[config.mk]
export PLATFORM = sky130hd
export DESIGN_NAME = sampled_pwm
export DESIGN_NICKNAME = d
export VERILOG_FILES = /design/src/rtl/sampled_pwm_pkg.sv /design/src/rtl/sampled_pwm_ctrl.sv /design/src/rtl/sampled_pwm_dp.sv /design/src/rtl/sampled_pwm.sv
export SDC_FILE = /design/constraint.sdc
export NUM_CORES = 1
export LEC_CHECK = 0
export CORE_ASPECT_RATIO = 0.6
export CORE_UTILIZATION = 40
export DETAILED_ROUTE_END_ITERATION = 16
export GPL_TIMING_DRIVEN = 0
export HOLD_SLACK_MARGIN = 0.12
export PLACE_DENSITY = 0.57
export REMOVE_ABC_BUFFERS = 1
export SLEW_MARGIN = 15
export SYNTH_ARGS = -nofsm -noshare
export SYNTH_HDL_FRONTEND = slang
export SYNTH_SLANG_ARGS = --single-unit
export TNS_END_PERCENT = 5
[constraint.sdc]
create_clock -name clk -period 4.5 [get_ports clk]
set_input_delay 0.9 -clock clk [delete_from_list [all_inputs] [get_ports clk]]
set_output_delay 0.9 -clock clk [all_outputs]
set_load 0.1 [all_outputs]
[src/rtl/sampled_pwm_pkg.sv]
package sampled_pwm_pkg;

  typedef enum logic [1:0] {
    MODE_TRAIL   = 2'd0,
    MODE_LEAD    = 2'd1,
    MODE_TRI_BOT = 2'd2,
    MODE_TRI_TOP = 2'd3
  } carrierMode_t;

  typedef enum logic {
    DIR_UP   = 1'b0,
    DIR_DOWN = 1'b1
  } countDir_t;

  // Strobes sent from the sequencer to the datapath
  typedef struct packed {
    logic clearCnt;
    logic incCnt;
    logic decCnt;
    logic loadFrame;
    logic loadDuty;
  } pwmStrobes_t;

  localparam int MIN_PERIOD = 2;

endpackage

[src/rtl/sampled_pwm_ctrl.sv]
module sampled_pwm_ctrl
  import sampled_pwm_pkg::*;
#(
  parameter int CNT_W = 16
) (
  input  logic               clk,
  input  logic               rst_n,
  input  logic               enable,
  input  logic [1:0]         modeIn,
  input  logic [CNT_W-1:0]   cnt,
  input  logic [CNT_W-1:0]   heldPeriod,
  input  carrierMode_t       heldMode,
  output pwmStrobes_t        stb
);

  countDir_t dir, nextDir;
  logic [CNT_W-1:0] lastUp;
  logic isTri;
  logic incomingTop;

  assign lastUp      = heldPeriod - CNT_W'(1);
  assign isTri       = (heldMode == MODE_TRI_BOT) || (heldMode == MODE_TRI_TOP);
  assign incomingTop = (carrierMode_t'(modeIn) == MODE_TRI_TOP);

  always_comb begin
    stb     = '0;
    nextDir = dir;
    if (!enable) begin
      stb.clearCnt  = 1'b1;
      stb.loadFrame = 1'b1;
      stb.loadDuty  = 1'b1;
      nextDir       = DIR_UP;
    end else if (!isTri) begin
      if (cnt == lastUp) begin
        stb.clearCnt  = 1'b1;
        stb.loadFrame = 1'b1;
        stb.loadDuty  = !incomingTop;
      end else begin
        stb.incCnt = 1'b1;
      end
    end else if (dir == DIR_UP) begin
      stb.incCnt = 1'b1;
      if (cnt == lastUp) begin
        nextDir      = DIR_DOWN;
        stb.loadDuty = (heldMode == MODE_TRI_TOP);
      end
    end else begin
      if (cnt == CNT_W'(1)) begin
        stb.clearCnt  = 1'b1;
        stb.loadFrame = 1'b1;
        stb.loadDuty  = !incomingTop;
        nextDir       = DIR_UP;
      end else begin
        stb.decCnt = 1'b1;
      end
    end
  end

  always_ff @(posedge clk or negedge rst_n) begin
    if (!rst_n) dir <= DIR_UP;
    else        dir <= nextDir;
  end

endmodule

[src/rtl/sampled_pwm_dp.sv]
module sampled_pwm_dp
  import sampled_pwm_pkg::*;
#(
  parameter int CNT_W = 16
) (
  input  logic               clk,
  input  logic               rst_n,
  input  pwmStrobes_t        stb,
  input  logic [CNT_W-1:0]   periodIn,
  input  logic [CNT_W-1:0]   dutyIn,
  input  logic [1:0]         modeIn,
  output logic [CNT_W-1:0]   cnt,
  output logic [CNT_W-1:0]   heldPeriod,
  output logic [CNT_W-1:0]   heldDuty,
  output carrierMode_t       heldMode,
  output logic               gateRaw,
  output logic               startRaw,
  output logic               matchRaw
);

  localparam logic [CNT_W-1:0] PERIOD_FLOOR = CNT_W'(MIN_PERIOD);

  logic [CNT_W-1:0] periodClamped;
  logic [CNT_W-1:0] leadCmp;
  logic [CNT_W-1:0] cmpVal;
  logic             dutyFull;

  assign periodClamped = (periodIn < PERIOD_FLOOR) ? PERIOD_FLOOR : periodIn;

  always_ff @(posedge clk or negedge rst_n) begin
    if (!rst_n) begin
      cnt <= '0;
    end else if (stb.clearCnt) begin
      cnt <= '0;
    end else if (stb.incCnt) begin
      cnt <= cnt + CNT_W'(1);
    end else if (stb.decCnt) begin
      cnt <= cnt - CNT_W'(1);
    end
  end

  always_ff @(posedge clk or negedge rst_n) begin
    if (!rst_n) begin
      heldPeriod <= PERIOD_FLOOR;
      heldMode   <= MODE_TRAIL;
    end else if (stb.loadFrame) begin
      heldPeriod <= periodClamped;
      heldMode   <= carrierMode_t'(modeIn);
    end
  end

  always_ff @(posedge clk or negedge rst_n) begin
    if (!rst_n)            heldDuty <= '0;
    else if (stb.loadDuty) heldDuty <= dutyIn;
  end

  assign dutyFull = (heldDuty >= heldPeriod);
  assign leadCmp  = dutyFull ? '0 : (heldPeriod - heldDuty);

  always_comb begin
    case (heldMode)
      MODE_LEAD: begin
        cmpVal  = leadCmp;
        gateRaw = (heldDuty != '0) && (cnt >= leadCmp);
      end
      MODE_TRI_BOT, MODE_TRI_TOP: begin
        cmpVal  = heldDuty;
        gateRaw = dutyFull || (cnt < heldDuty);
      end
      default: begin
        cmpVal  = heldDuty;
        gateRaw = (cnt < heldDuty);
      end
    endcase
  end

  assign matchRaw = (cnt == cmpVal);
  assign startRaw = (heldMode == MODE_TRI_TOP) ? (cnt == heldPeriod) : (cnt == '0);

endmodule

[src/rtl/sampled_pwm.sv]
module sampled_pwm
  import sampled_pwm_pkg::*;
#(
  parameter int CNT_W = 16
) (
  input  logic             clk,
  input  logic             rst_n,
  input  logic             enable,
  input  logic [CNT_W-1:0] periodIn,
  input  logic [CNT_W-1:0] dutyIn,
  input  logic [1:0]       modeIn,
  output logic             gateOut,
  output logic             irqStart,
  output logic             irqMatch
);

  pwmStrobes_t      stb;
  logic [CNT_W-1:0] cnt;
  logic [CNT_W-1:0] heldPeriod;
  logic [CNT_W-1:0] heldDuty;
  carrierMode_t     heldMode;
  logic             gateRaw, startRaw, matchRaw;

  sampled_pwm_ctrl #(.CNT_W(CNT_W)) u_ctrl (
    .clk(clk), .rst_n(rst_n), .enable(enable), .modeIn(modeIn),
    .cnt(cnt), .heldPeriod(heldPeriod), .heldMode(heldMode), .stb(stb)
  );

  sampled_pwm_dp #(.CNT_W(CNT_W)) u_dp (
    .clk(clk), .rst_n(rst_n), .stb(stb),
    .periodIn(periodIn), .dutyIn(dutyIn), .modeIn(modeIn),
    .cnt(cnt), .heldPeriod(heldPeriod), .heldDuty(heldDuty), .heldMode(heldMode),
    .gateRaw(gateRaw), .startRaw(startRaw), .matchRaw(matchRaw)
  );

  assign gateOut  = enable && rst_n && gateRaw;
  assign irqStart = enable && rst_n && startRaw;
  assign irqMatch = enable && rst_n && matchRaw;

endmodule

==> flow_summary.yaml <==
cts:
  clk_pin_slew_worst_paths_ns: 0.08
  htreeDepth: 2
  clk_latency_ns: 0.30
  cts-buffers-inserted: 5
  tritoncts: "done"
  clockBufferDepth: 2
  cts_root_buf: "clkbuf_16"
  cts.sinks: 51
  hold_buffers: 0
timing:
  setup_slack_ns: -0.506
  fin_skew_ns: 0.00802
  rsz0062_at_grt: "true"
  period_share: 1.11
  slew_violations: 0
  relSlewSlack: 0.305
  tns_ns: -0.771
  tightestPinTransition_ns: 1.04
  setup_viol: 2
  fmax_mhz: 200
  hold_viol: 0
  post-route-min-period_ns: 5.01
route:
  vias: 5444
  drt_iter0_drc: 560
  drt-wirelength-per-cell_um: 21.4
  drt-pass1-iter-count: 5
  viasPerCell: 6.20
  ant_nets: 0
  drc: 0
  routed_wl_mm: 18.8
synth:
  synth.distinct_cells: 83
  syn_area_per_cell_um2: 8.53
  ys_warn_count: 0
  async_reset_ff_frac: 1.00
  syn-cell-area_um2: 5510
  synth_edf_count: 0
  syn_inst: 646
  ys_ff_latch: 51
  yosysSeqAreaShare: 0.232
  synth_ff_type: "dfrtp_1"
critical_path:
  critical_path_buf_inv_count: 5
  crit_slowest_cell: "dfrtp_2"
  reg2reg_to: "u_dp.heldPeriod[9]"
  worst-path-stages: 18
  reg2reg_depth: 11
  path_cells: "ha_4 > buf_6 > and4_4 > o211ai_1 > a211o_1 > a21boi_4 > buf_4 > buf_4 > bufbuf_16 > nand2_1 > ha_4 > nand4_1 > nor2_1 > o31ai_2 > a21oi_2 > o311ai_2 > a31oi_1 > buf_6"
  arrival_ns: 4.11
  cp_max_fo: 10
  critPathLaunchType: "register"
  crit_type: "register to primary output"
  path_delay_family: "compound AO/OA/AOI/OAI gates"
  reg2reg_from: "u_dp.heldPeriod[0]"
  required_ns: 3.60
  slowest_delay_ns: 0.45
  worst_setup_path_end_kind: "primary output"
  ff2ff_setup_slack_ns: 0.95
cells_and_area:
  final_cell_mix: "nand2_1 (45), buf_4 (42), nor2_1 (37), ha_1 (36), clkdlybuf4s50_1 (35)"
  fin_area_um2: 6890
  layoutNonFillerInstCount: 878
  antenna_cells: 0
  final_common_cell: "nand2_1"
  area.growth.synth_to_final_pct: 25.1
  drive_above_1_share: 0.251
  fin_util: 0.525
  fin_nets: 797
floorplanning:
  die_w_um: 154
  io_pins: 40
  initial_core_util: 0.420
  num_rows: 32
  design.die.area_um2: 14300
  core_um2: 13100
  die_y_um: 92.9
placement:
  dp_hpwl_mm: 13.3
  post-place-cells: 823
  dpl_cell_area_um2: 5980
  gp_congestion: 0.980
  port_buffers: 39
global_routing:
  met3_usage: 0.0538
  grt_usage: 0.266
  overflow: 0
  busiest_layer: "met1"
  grt_util_met2: 0.371
  grt_pass1_wl_mm: 29.1
  antenna_found_initial: 0
  grt_max_degree: 42
  grt.met1_usage: 0.407
  grt_pass1_vias: 5099
power_and_ir_drop:
  leakagePower_nw: 2.86
  ir_worst_vdd_v: 0.000156
  p_per_area_nw_per_um2: 337
min_path:
  hp-class: "primary input to async pin"
status:
  status: "finished with violations"
  violations: "negative setup slack"
job:
  cap_viol_max_count: 0
## timing repair
item / CTS / global route
pin swaps: 19 / 23
resized for setup: 53 / 53
setup endpoints to repair: 3 / 2
gates cloned: 1 / 0
setup buffers: 24 / 22
## worst register-to-register path, stage by stage, from the launching register on
cell	delay, ns
dfrtp_2	0.43
inv_2	0.10
buf_4	0.11
ha_1	0.26
or4b_1	0.55
nor3_2	0.25
nand2_1	0.10
xor2_1	0.14
and3_1	0.22
nand4_4	0.14
o21a_2	0.71
mux2_2	0.43
## area by class of cell
class                           count  area, µm²
Timing Repair Buffer               88        822
Tap cell                          170        213
Clock buffer                        6        129
Multi-Input combinational cell    525       4260
Clock inverter                      2       38.8
Inverter                           36        135
Sequential cell                    51       1300
Fill cell                        1216       6240
## logic make-up after synthesis
| group | count (synthesis) | share of synthesized area |
|---|---|---|
| AND/OR/NAND/NOR | 232 | 0.237 |
| AO/OA/AOI/OAI | 154 | 0.196 |
| buffers and inverters | 70 | 0.0549 |
| adder cells (fa/ha/maj) | 53 | 0.122 |
| XOR/XNOR | 51 | 0.0810 |
| flip-flops | 51 | 0.232 |
| multiplexers | 35 | 0.0776 |
## worst max path at each step
stage | slack (ns) | end | from
floorplan | -1.61 | gateOut | u_dp.heldPeriod[4]
global placement | -2.54 | gateOut | u_dp.heldPeriod[4]
detailed placement | -1.93 | gateOut | u_dp.heldPeriod[13]
CTS | -0.63 | gateOut | u_dp.heldDuty[12]
global route | -0.65 | gateOut | u_dp.heldDuty[8]
finish | -0.51 | gateOut | u_dp.heldPeriod[13]
## state kept, by name, summed over array words and instances (netlist names)
name,count
u_ctrl.dir,1
u_dp.cnt,16
u_dp.heldDuty,16
u_dp.heldMode,2
u_dp.heldPeriod,16
## routing by layer
metal	up-vias	wire length [µm]
li1	2538	-
met1	2613	9490
met2	268	7330
met3	25	1720
met4	0	243
met5	-	0
## per-stage QoR
step / power (mW) / worst slack [ns] / hold WS (ns)
floorplan: 1.28 / -1.61 / 0.505
CTS: 2.15 / -0.631 / 0.556
detailed placement: 1.58 / -1.93 / 0.538
finish: 2.32 / -0.506 / 0.543
global route: 2.47 / -0.646 / 0.578
global placement: 1.55 / -2.54 / 0.530
## power by group
part	leakage, nW	total [mW]	switching, mW	internal, mW
sequential	0.611	0.645	0.142	0.503
clock	0.0815	0.454	0.189	0.265
combinational	2.17	1.23	0.629	0.596
total	2.86	2.32	0.960	1.36
## cells in the mapped netlist (18+ instances only)
cell type,n,area (µm²)
a21oi_1,35,175
clkbuf_1,23,86.3
dfrtp_1,50,1250
ha_1,52,651
inv_1,36,135
mux2_2,22,248
nand2_1,45,169
nand3_1,18,90.1
nor2_1,37,139
nor4_1,19,119
o21ai_0,23,115
xnor2_1,31,272
xor2_1,20,175
Power figures use the tool's default switching activity.
